### config.mk
export PLATFORM = sky130hd
export DESIGN_NAME = vcfg_len_ctrl
export DESIGN_NICKNAME = d
export VERILOG_FILES = /design/src/rtl/vcfg_pkg.sv /design/src/rtl/vcfg_imm_decode.sv /design/src/rtl/vcfg_maxvl_calc.sv /design/src/rtl/vcfg_len_clamp.sv /design/src/rtl/vcfg_len_ctrl.sv
export SDC_FILE = /design/constraint.sdc
export NUM_CORES = 1
export LEC_CHECK = 0
export ABC_CLOCK_PERIOD_IN_PS = 2850
export BUFFER_PORTS_ARGS = -buffer_cell sky130_fd_sc_hd__buf_4
export CAP_MARGIN = 20
export CELL_PAD_IN_SITES_DETAIL_PLACEMENT = 1
export CELL_PAD_IN_SITES_GLOBAL_PLACEMENT = 1
export CORE_MARGIN = 4
export CORE_UTILIZATION = 37
export DETAILED_ROUTE_END_ITERATION = 6
export GPL_TIMING_DRIVEN = 0
export PLACE_DENSITY = 0.78
export SLEW_MARGIN = 10
export SYNTH_ARGS = -nofsm -noshare
export SYNTH_HDL_FRONTEND = slang
export SYNTH_HIERARCHICAL = 1
export SYNTH_SLANG_ARGS = --single-unit
### constraint.sdc
create_clock -name clk -period 2.85 [get_ports clk]
set_clock_uncertainty 0.05 [all_clocks]
set_input_delay 0 -clock clk [delete_from_list [all_inputs] [get_ports clk]]
set_output_delay 0 -clock clk [all_outputs]
set_load 0.02 [all_outputs]
### src/rtl/vcfg_pkg.sv
package vcfg_pkg;
  localparam int unsigned IMM_W   = 8;
  localparam int unsigned IDX_W   = 5;
  localparam int unsigned NREG_SL = 32;

  typedef enum logic [1:0] {
    OP_CFG   = 2'b00,
    OP_SETVL = 2'b01,
    OP_RDVL  = 2'b10,
    OP_WRVL  = 2'b11
  } vcmd_e;

  localparam logic [1:0] RM_NEAR_EVEN = 2'b10;
endpackage

### src/rtl/vcfg_imm_decode.sv
module vcfg_imm_decode
  import vcfg_pkg::*;
(
  input  logic [IMM_W-1:0] imm,
  output logic             en,
  output logic [IDX_W-1:0] top_idx,
  output logic [1:0]       ew,
  output logic             clip,
  output logic [1:0]       bytes_log2
);
  always_comb begin
    top_idx    = imm[IDX_W-1:0];
    en         = (top_idx != '0);
    ew         = imm[6:5];
    clip       = imm[7];
    // 01->1B, 10->2B, 11->4B, 00->8B : log2 bytes is code minus one, mod 4
    bytes_log2 = ew - 2'd1;
  end
endmodule

### src/rtl/vcfg_maxvl_calc.sv
module vcfg_maxvl_calc
  import vcfg_pkg::*;
#(
  parameter int unsigned CAP_BYTES = 512,
  parameter int unsigned VLW       = 9
) (
  input  logic [IDX_W-1:0] top_idx,
  input  logic [1:0]       bytes_log2,
  output logic [VLW-1:0]   maxvl
);
  // Quotient of the byte budget by each register count, fixed at elaboration.
  logic [VLW-1:0] per_reg [NREG_SL];

  for (genvar gi = 0; gi < NREG_SL; gi++) begin : g_quot
    if (gi == 0) begin : g_off
      assign per_reg[gi] = '0;
    end else begin : g_on
      localparam int unsigned QUOT = CAP_BYTES / (gi + 1);
      assign per_reg[gi] = VLW'(QUOT);
    end
  end

  // floor(floor(C/n)/2^k) == floor(C/(n*2^k))
  assign maxvl = per_reg[top_idx] >> bytes_log2;
endmodule

### src/rtl/vcfg_len_clamp.sv
module vcfg_len_clamp #(
  parameter int unsigned XLEN = 32,
  parameter int unsigned VLW  = 9
) (
  input  logic [XLEN-1:0] req,
  input  logic [VLW-1:0]  limit,
  output logic [VLW-1:0]  granted
);
  localparam int unsigned PADW = XLEN - VLW;
  logic [XLEN-1:0] limit_wide;

  always_comb begin
    limit_wide = {{PADW{1'b0}}, limit};
    granted    = (req > limit_wide) ? limit : req[VLW-1:0];
  end
endmodule

### src/rtl/vcfg_len_ctrl.sv
module vcfg_len_ctrl
  import vcfg_pkg::*;
#(
  parameter int unsigned XLEN      = 32,
  parameter int unsigned CAP_BYTES = 512,
  localparam int unsigned VLW      = $clog2(CAP_BYTES / 2 + 1)
) (
  input  logic             clk,
  input  logic             rst,
  input  logic             cmd_valid,
  input  logic [1:0]       cmd_op,
  input  logic [XLEN-1:0]  cmd_operand,
  output logic             rsp_valid,
  output logic [XLEN-1:0]  rsp_result,
  output logic             rsp_illegal,
  output logic             vu_enabled,
  output logic [IDX_W-1:0] vreg_top,
  output logic [1:0]       ew_code,
  output logic             clip_mode,
  output logic [1:0]       round_mode,
  output logic [VLW-1:0]   max_vl,
  output logic [VLW-1:0]   cur_vl
);
  logic             dec_en;
  logic [IDX_W-1:0] dec_top;
  logic [1:0]       dec_ew;
  logic             dec_clip;
  logic [1:0]       dec_shift;
  logic [VLW-1:0]   calc_max;
  logic [VLW-1:0]   clamped;

  vcfg_imm_decode u_dec (
    .imm        (cmd_operand[IMM_W-1:0]),
    .en         (dec_en),
    .top_idx    (dec_top),
    .ew         (dec_ew),
    .clip       (dec_clip),
    .bytes_log2 (dec_shift)
  );

  vcfg_maxvl_calc #(.CAP_BYTES(CAP_BYTES), .VLW(VLW)) u_max (
    .top_idx    (dec_top),
    .bytes_log2 (dec_shift),
    .maxvl      (calc_max)
  );

  vcfg_len_clamp #(.XLEN(XLEN), .VLW(VLW)) u_clamp (
    .req     (cmd_operand),
    .limit   (max_vl),
    .granted (clamped)
  );

  always_ff @(posedge clk) begin
    if (rst) begin
      rsp_valid   <= 1'b0;
      rsp_result  <= '0;
      rsp_illegal <= 1'b0;
      vu_enabled  <= 1'b0;
      vreg_top    <= '0;
      ew_code     <= '0;
      clip_mode   <= 1'b0;
      round_mode  <= '0;
      max_vl      <= '0;
      cur_vl      <= '0;
    end else begin
      rsp_valid   <= cmd_valid;
      rsp_result  <= '0;
      rsp_illegal <= 1'b0;
      if (cmd_valid) begin
        case (vcmd_e'(cmd_op))
          OP_CFG: begin
            if (dec_en) begin
              vu_enabled <= 1'b1;
              vreg_top   <= dec_top;
              ew_code    <= dec_ew;
              clip_mode  <= dec_clip;
              round_mode <= RM_NEAR_EVEN;
              max_vl     <= calc_max;
              cur_vl     <= calc_max;
              rsp_result <= XLEN'(calc_max);
            end else begin
              vu_enabled <= 1'b0;
              vreg_top   <= '0;
              ew_code    <= '0;
              clip_mode  <= 1'b0;
              round_mode <= '0;
              max_vl     <= '0;
              cur_vl     <= '0;
            end
          end
          OP_SETVL: begin
            if (!vu_enabled) begin
              rsp_illegal <= 1'b1;
            end else begin
              cur_vl     <= clamped;
              rsp_result <= XLEN'(clamped);
            end
          end
          OP_RDVL: begin
            if (!vu_enabled) rsp_illegal <= 1'b1;
            else             rsp_result  <= XLEN'(cur_vl);
          end
          default: begin
            if (!vu_enabled) begin
              rsp_illegal <= 1'b1;
            end else begin
              cur_vl     <= clamped;
              rsp_result <= XLEN'(cur_vl);
            end
          end
        endcase
      end
    end
  end
endmodule

==> Yosys cells after proc, flatten, opt, wreduce, memory -nomap -nowiden <==
Memory sizes are Yosys's and may differ from the RTL's.
Index checks and enable logic that the tools add are counted.
{ "classes": {"magnitude_cmp": 2, "reduce_logical": 7, "n_addsub": 1, "eq_ne": 2, "bitwise_logic": 3, "muxes": 16, "shift": 1} }
{ "op_table": {"columns": ["op", "count"], "rows": [
  ["2-to-1 mux 9 bit", 8],
  ["one-hot mux 32 bit (2 select lines)", 1],
  ["greater-than comparator 32 x 9 -> 1 bit", 1],
  ["one-hot mux 9 bit (2 select lines)", 1],
  ["right shift 9 x 2 -> 9 bit", 1],
  [">= comparator 6 bit (second input constant)", 1],
  ["NOT 5 -> 6 bit", 1],
  ["2-to-1 mux 5 bit", 1],
  ["nonzero test 5 bit", 1],
  ["2-to-1 mux 2 bit", 2],
  ["2-to-1 mux 1 bit", 3],
  ["AND reduction 3 bit", 1],
  ["OR reduction 3 bit", 1],
  ["== test 2 x 1 -> 1 bit (second input constant)", 1],
  ["== test 2 bit (second input constant)", 1],
  ["logical NOT 2 bit", 1],
  ["NOT 1 bit", 2],
  ["AND reduction 2 bit", 1],
  ["nonzero test 2 bit", 1],
  ["OR reduction 2 bit", 1],
  ["subtractor 2 x 1 -> 2 bit (second input constant)", 1]
]} }
{ "word_totals": {"output_inout_bits": 63, "memories": 1, "inputBits": 37, "reg_bits": 63, "elab_cells": 43, "mem_bits_ro": 288} }
{ "memory_table": {"columns": ["name", "depth", "word_bits", "read_ports", "rd_ports_with_merged_regs", "write_ports", "line_no", "text"], "rows": [
  ["(name not given)", 32, 9, 1, 0, 0, "vcfg_maxvl_calc.sv:24", "assign maxvl = per_reg[top_idx] >> bytes_log2;"]
]} }

==> Depth between registers and ports, before layout <==
Gate-level depths: netlist of the first run.
{ "logic_depth": {"depth_word": 7, "depth_mapped": 12, "mapped_depth_nobuf": 10} }

==> Hierarchy <==
The synthesis of the first run kept the hierarchy.
{ "by_module_without_submodules": {"columns": ["mod", "n_inst", "area_per_inst_um2", "seq_area_each_um2", "cells_per_inst"], "rows": [
  ["vcfg_len_ctrl", 1, 1740.4, 760.7, 195],
  ["vcfg_len_clamp", 1, 569.3, 0.0, 82],
  ["vcfg_maxvl_calc", 1, 559.3, 0.0, 72],
  ["vcfg_imm_decode", 1, 85.1, 0.0, 13]
]} }

==> Least setup slack after synthesis of the first run <==
Ideal clock, no wire load.
{ "synth_path": {"kind": "flip-flop to flip-flop", "startpoint": "register max_vl[7]", "endpoint": "register cur_vl[0]", "stages_incl_launch_ff": 12, "period_less_slack_ps": 2639, "slack_ps": 211, "required_time_ps": 2675, "t_arrival_ps": 2464, "setup_ps": 125, "path_cell_list": "dfxtp_1 -> inv_1 -> ha_1 -> and4_1 -> a221o_1 -> buf_6 -> or2_1 -> buf_6 -> a311o_1 -> o21a_1 -> a31oi_1 -> o2bb2ai_1"} }
{ "synth_via": {"elab_chain_len": 4} }
{ "synth_rtl": {"columns": ["element", "line_no", "text"], "rows": [
  ["start: declaration", "vcfg_len_ctrl.sv:21", "output logic [VLW-1:0] max_vl,"],
  ["start signal: assignment", "vcfg_len_ctrl.sv:78", "max_vl <= calc_max;"],
  ["greater-than comparator 32 x 9 -> 1 bit", "vcfg_len_clamp.sv:14", "granted = (req > limit_wide) ? limit : req[VLW-1:0];"],
  ["2-to-1 mux 9 bit", "vcfg_len_clamp.sv:14", null],
  ["via clamped[0]", "vcfg_len_ctrl.sv:30", "logic [VLW-1:0] clamped;"],
  ["2-to-1 mux 9 bit", "vcfg_len_ctrl.sv:92, vcfg_len_ctrl.sv:104", null],
  ["one-hot mux 9 bit (2 select lines)", "vcfg_len_ctrl.sv:70", "case (vcmd_e'(cmd_op))"],
  ["end signal: assignment", "vcfg_len_ctrl.sv:79", "cur_vl <= calc_max;"],
  ["end signal: assignment", "vcfg_len_ctrl.sv:95", "cur_vl <= clamped;"],
  ["end signal: assignment", "vcfg_len_ctrl.sv:107", "cur_vl <= clamped;"],
  ["end: declaration", "vcfg_len_ctrl.sv:22", "output logic [VLW-1:0] cur_vl"]
]} }
The timed path passes the listed nets, and every way through them passes these cells. The select of a mux whose other input is x is not followed.
A chain may end at the register's enable or synchronous reset.

==> Final worst setup path of the first run <==
{ "layout_path": {"startpoint": "register max_vl[7]", "endpoint": "register cur_vl[8]"} }
The elaborated chain is that of the path after synthesis.

==> results.json, run 1 <==
{
  "synth_warnings": 6,
  "port_buffers": 74,
  "synth.distinct_cells": 55,
  "critPathLaunchType": "flip-flop",
  "antennaDiodeCount": 0,
  "routed_wl_um": 9670,
  "critical_path_class": "reg2reg",
  "synthTopCellsByArea": "dfxtp_1 (26%), buf_4 (8.6%), ha_1 (6.8%)",
  "die_x_um": 97.4,
  "fin_crit_sh_pct": 96.1,
  "seq_area_frac_synth_pct": 25.8,
  "outcome": "complete, no violations",
  "place.gp.congestion": 0.840,
  "core.rowCount": 32,
  "h-tree-depth": 2,
  "synth_area_per_cell_um2": 8.16,
  "start_util_pct": 38.2,
  "grt_pass1_wl_um": 15800,
  "worst-r2r-setup-slack_ps": 110,
  "whs_ps": 9.34,
  "peakVddDrop_v": 0.000220,
  "vias": 3085,
  "fp.dieArea_mm2": 0.00948,
  "clockRootBuffer": "clkbuf_8",
  "hold_start": "cmd_valid",
  "power.density_mw_per_mm2": 389,
  "synth_common_cells": "nand2_1 (39), dfxtp_1 (38), buf_4 (34)",
  "fin_tns_setup_ps": 0,
  "insertion_delay_ps": 300,
  "finalSetupViolations": 0,
  "grt_pass1_vias": 3101,
  "syn_area_mm2": 0.00295,
  "dr.pass1.iters": 4,
  "die_h_um": 97.4,
  "crit_family": "compound AO/OA/AOI/OAI gates",
  "reg2reg_depth": 11,
  "slew_headroom_pct": 64.6,
  "timing.rr.end": "cur_vl[8]",
  "synth_cells": 362,
  "ctsLongestPathBuffers": 2,
  "holdBufCountCts": 0,
  "layout-drive-gt1-share_pct": 32.0,
  "min_period_ps": 2740,
  "worstPathRequired_ps": 2990,
  "grt_max_degree": 14,
  "ios": 100,
  "cts_tree": "yes",
  "cp-end-kind": "flip-flop",
  "arrival_ps": 2870,
  "drc_errors": 0,
  "drt_iter0_drc": 182,
  "vias_per_cell": 5.43,
  "yosysMostFrequentCell": "nand2_1",
  "grt.overflow.total": 0,
  "reg2reg_from": "max_vl[7]",
  "synth_edf_count": 0,
  "synth_top_area_share_pct": 25.8,
  "power.leakage_uw": 0.00162,
  "nets": 518,
  "finalHoldViolations": 0,
  "cts_buffers": 5,
  "synth_largest_area_cell": "dfxtp_1",
  "ant_nets": 0,
  "antenna_found_initial": 0,
  "wl_per_cell_um": 17.0,
  "clkSinkCount": 38,
  "power.total_uw": 1500,
  "cp_common_cell": "buf_6",
  "critical_path_buf_inv_count": 3,
  "grtUsageTotal_pct": 20.0,
  "coreArea_mm2": 0.00773,
  "dpl.hpwl_um": 7630,
  "rsz0062_at_grt": "no",
  "clkTransAtPathRegs_ps": 90,
  "max_stage_delay_ps": 360,
  "min_path_cells": 3,
  "slowest_stage": "dfxtp_2",
  "min_to": "rsp_valid",
  "tightest_slew_ps": 529,
  "maxSlewViolCount": 0,
  "syn2layout_area_growth_pct": 30.7,
  "final_cells": 568,
  "max_cap_viol_count": 0,
  "fmax_mhz": 365,
  "path_cells": "inv_1 -> ha_1 -> and4_1 -> a221o_1 -> buf_6 -> or2_1 -> buf_6 -> a311o_1 -> o21a_1 -> a31oi_1 -> o2bb2ai_1",
  "ys_ff_latch": 38,
  "synthFlopType": "dfxtp_1",
  "holdCritPathClass": "in2reg",
  "crit_fanout": 10,
  "dp.cells": 561,
  "ys_async_sr_fraction_pct": 0
}
-- timing repair --
item                       4_1_cts  5_1_grt
gates resized for setup          0        4
setup buffers                    0        0
setup endpoints to repair        0       16
-- final cells by class --
class	instances	area, um2
Timing Repair Buffer	74	556
Fill cell	965	3870
Multi-Input combinational cell	272	1810
Tap cell	102	128
Buffer	59	404
Inverter	15	56.3
Clock buffer	5	68.8
Sequential cell	38	766
Clock inverter	3	68.8
-- where the power goes --
group | switching, uW | internal (uW) | leakage, uW
combinational | 211 | 166 | 0.00124
sequential | 10.3 | 544 | 0.000310
clock | 218 | 351 | 0.0000683
total | 440 | 1060 | 0.00162
-- state kept, by name, summed over array words and instances, names as in the netlist --
signal,cells
vreg_top,5
cur_vl,9
rsp_illegal,1
rsp_result,9
clip_mode,1
rsp_valid,1
round_mode,1
ew_code,2
max_vl,9
-- logic make-up (layout without fill, tap and decap cells) --
logic type | count (synthesis) | after routing | share of synthesized area, %
xor gates and xnor gates | 1 | 1 | 0.297
adders and majority gates | 16 | 16 | 6.78
other | 1 | 24 | 0.127
AOI/OAI and AO/OA | 102 | 102 | 24.9
buffers and inverters | 75 | 156 | 15.8
muxes | 10 | 10 | 4.83
DFF | 38 | 38 | 25.8
and+or+nand+nor | 119 | 119 | 21.6
-- worst register-to-register path, stage by stage (launching register included) --
cell       delay, ps
dfxtp_2          360
inv_1             70
ha_1             310
and4_1           230
a221o_1          360
buf_6            150
or2_1            220
buf_6            140
a311o_1          360
o21a_1           120
a31oi_1          190
o2bb2ai_1         80
-- per-layer routing --
metal	part of all wire (%)	track usage, %	wire, um	up-vias
met5	0	0	0	-
met1	44	26.1	4240	1485
li1	-	-	-	1480
met4	1.2	5.01	119	0
met3	6.7	4.02	644	12
met2	48	34.0	4670	108
-- through the flow --
| step | instance area [um2] | utilization (%) | setup slack [ps] |
|---|---|---|---|
| 4_1_cts | 3860 | 50.0 | 15.8 |
| 3_3_place_gp | 3720 | 48.2 | 21.8 |
| 6_report | 3860 | 50.0 | 111 |
| 2_1_floorplan | 3040 | - | 211 |
| 5_1_grt | 3860 | 50.0 | 32.0 |
| 3_5_place_dp | 3720 | 48.2 | 9.57 |
-- cells in the final DEF (no fill, tap or decap), types with 3 or more instances in the layout --
master	synthesis	final
clkbuf_8	0	5
o21a_1	9	9
a21oi_1	23	23
nand3b_1	3	3
ha_1	16	16
conb_1	1	24
mux2i_1	3	3
nand3_1	23	23
a221o_1	3	3
dfxtp_2	0	4
buf_2	8	7
nand2b_1	3	3
a22oi_1	8	8
dfxtp_1	38	34
clkbuf_1	10	10
a311o_1	9	9
nand2_1	39	39
mux4_2	3	3
mux2_2	4	4
buf_6	6	6
a31oi_1	11	11
inv_1	13	13
nor2_1	6	6
nor4_1	4	4
nor2b_1	8	8
o22ai_1	11	11
nor3_1	15	15
buf_4	34	108
o2bb2ai_1	16	16
-- worst max-delay path by stage --
stage / to / start / slack [ps] / cells after the start
floorplan: cur_vl[0] / max_vl[7] / 210 / 11
global placement: cur_vl[8] / max_vl[8] / 20 / 11
detailed placement: cur_vl[8] / max_vl[8] / 10 / 11
CTS: cur_vl[8] / max_vl[8] / 20 / 11
global route: cur_vl[4] / max_vl[7] / 30 / 11
finish: cur_vl[8] / max_vl[7] / 110 / 11
No activity file was read; power rests on OpenSTA's default activity.
==> run 2: changes to the inputs <==
Settings changed: SETUP_SLACK_MARGIN from default to 0.4.
==> results.json, run 2 (synthesis gave the netlist of run 1 again) <==
{
  "final_cells": 580,
  "grtUsageTotal_pct": 21.3,
  "routed_wl_um": 10100,
  "met2_length_um": 4880,
  "intPower_uw": 1030,
  "tightest_slew_ps": 550,
  "insertion_delay_ps": 300,
  "cts_buffers": 5,
  "holdBufCountCts": 0,
  "start_util_pct": 38.2,
  "layout_commonest_cell": "buf_4",
  "port_buffers": 74,
  "holdCritPathClass": "in2reg",
  "die_x_um": 97.4,
  "antennaDiodeCount": 0,
  "fp.dieArea_mm2": 0.00948,
  "finalHoldViolations": 0,
  "core.rowCount": 32,
  "coreArea_mm2": 0.00773,
  "cts_tree": "yes",
  "grt_max_degree": 14,
  "critical_path_class": "reg2reg",
  "min_period_ps": 2550,
  "power.leakage_uw": 0.00170,
  "vias": 3182,
  "peakVddDrop_v": 0.000242,
  "nets": 530,
  "reg_top3": "cur_vl (9), max_vl (9), rsp_result (9)",
  "cp_common_cell": "buf_6",
  "place.gp.congestion": 0.843,
  "finalSetupViolations": 0,
  "outcome": "complete, no violations",
  "max_stage_delay_ps": 410,
  "critical_path_buf_inv_count": 3,
  "antenna_found_initial": 0,
  "dp.cells": 561,
  "crit_fanout": 5,
  "switching_power_uw": 445,
  "grt.overflow.total": 0,
  "p_sw_share_pct": 30.2,
  "clkTransAtPathRegs_ps": 80,
  "cp-end-kind": "flip-flop",
  "sequentialPowerShare_pct": 37.4,
  "grt_pass1_wl_um": 16600,
  "fmax_mhz": 392,
  "top_layer_used": "met4",
  "layout-drive-gt1-share_pct": 37.4,
  "ios": 100,
  "combPwrFrac_pct": 26.6,
  "clkSinkCount": 38,
  "m1WireLength_um": 4330,
  "routed-wl-met3_um": 730,
  "ant_nets": 0,
  "h-tree-depth": 2,
  "clockRootBuffer": "clkbuf_8",
  "ctsLongestPathBuffers": 2,
  "crit_family": "compound AO/OA/AOI/OAI gates",
  "arrival_ps": 2680,
  "dpl.hpwl_um": 7670,
  "mostFrequentLayoutCells": "buf_4 (117), nand2_1 (39), dfxtp_1 (33)",
  "rsz0062_at_grt": "yes",
  "drt_iter0_drc": 143,
  "max_cap_viol_count": 0,
  "dr.pass1.iters": 4,
  "maxSlewViolCount": 0,
  "p_clk_share_pct": 36.0,
  "power.density_mw_per_mm2": 360,
  "fin_tns_setup_ps": 0,
  "die_h_um": 97.4,
  "wl_per_cell_um": 17.5,
  "worstPathRequired_ps": 2980,
  "syn2layout_area_growth_pct": 38.5,
  "vias_per_cell": 5.49,
  "grt_pass1_vias": 3176,
  "drc_errors": 0,
  "critPathLaunchType": "flip-flop",
  "fin_crit_sh_pct": 89.4,
  "slowest_stage": "a311o_1",
  "path_cells": "inv_4 -> ha_4 -> and4_4 -> a221o_1 -> buf_6 -> or2_4 -> buf_6 -> a311o_1 -> o21a_1 -> a31oi_1 -> o2bb2ai_1",
  "slew_headroom_pct": 63.3
}
-- run 2: cell count changes in the layout (fill, tap and decap cells not counted), moves of 3 or more --
| cell | previous run | this run |
|---|---|---|
| dfxtp_4 | 0 | 4 |
| dfxtp_2 | 4 | 1 |
| inv_1 | 13 | 9 |
| buf_4 | 108 | 117 |
| a22oi_1 | 8 | 4 |
| buf_6 | 6 | 9 |
| ha_1 | 16 | 12 |
| ha_4 | 0 | 4 |
| a22oi_2 | 0 | 4 |
-- run 2: area by class of cell --
class	instances	area, um2
Fill cell	958	3640
Multi-Input combinational cell	272	1920
Sequential cell	38	777
Timing Repair Buffer	85	654
Buffer	60	422
Tap cell	102	128
Clock buffer	6	93.8
Inverter	15	61.3
Clock inverter	2	38.8
-- run 2: path summary, 6_finish.rpt --
path	cells past startpoint	slack (ps)	to	startpoint
setup / recovery	11	300	cur_vl[2]	max_vl[6]
hold / removal	3	8	rsp_result[0]	rst
setup reg to reg	11	300	cur_vl[2]	max_vl[6]
hold reg to reg	2	400	vreg_top[3]	vreg_top[3]
-- run 2: power by group through the flow --
stage	sequential, uW	clock, uW	combinational, uW
after floorplan	578	0	232
after detailed placement	563	0	377
after CTS	551	545	383
after global placement	563	0	368
final	551	531	392
after global routing	553	565	427
-- run 2: through the flow --
stage	total power, uW	worst slack (ps)	instance area [um2]	hold slack (ps)	utilization (%)
2_1_floorplan	810	395	3110	138	-
4_1_cts	1480	292	4040	2.12	52.3
3_5_place_dp	940	120	3790	315	49.1
3_3_place_gp	931	130	3790	307	49.1
5_1_grt	1540	206	4090	46.3	52.9
6_report	1470	302	4090	7.69	52.9
-- run 2: worst min-delay path: stages --
cell      delay, ps
buf_4            80
nand2b_1        160
a31oi_1          50
-- run 2: repair_timing --
item	CTS	global route
pin swaps	14	10
cloned	1	0
resized for setup	12	8
buffers inserted	8	2
setup endpoints to repair	17	16
-- run 2: per-layer routing --
metal	vias up	track usage (%)
li1	1516	-
met1	1519	28.0
met2	131	35.3
met3	16	4.24
met4	0	6.28
met5	-	0
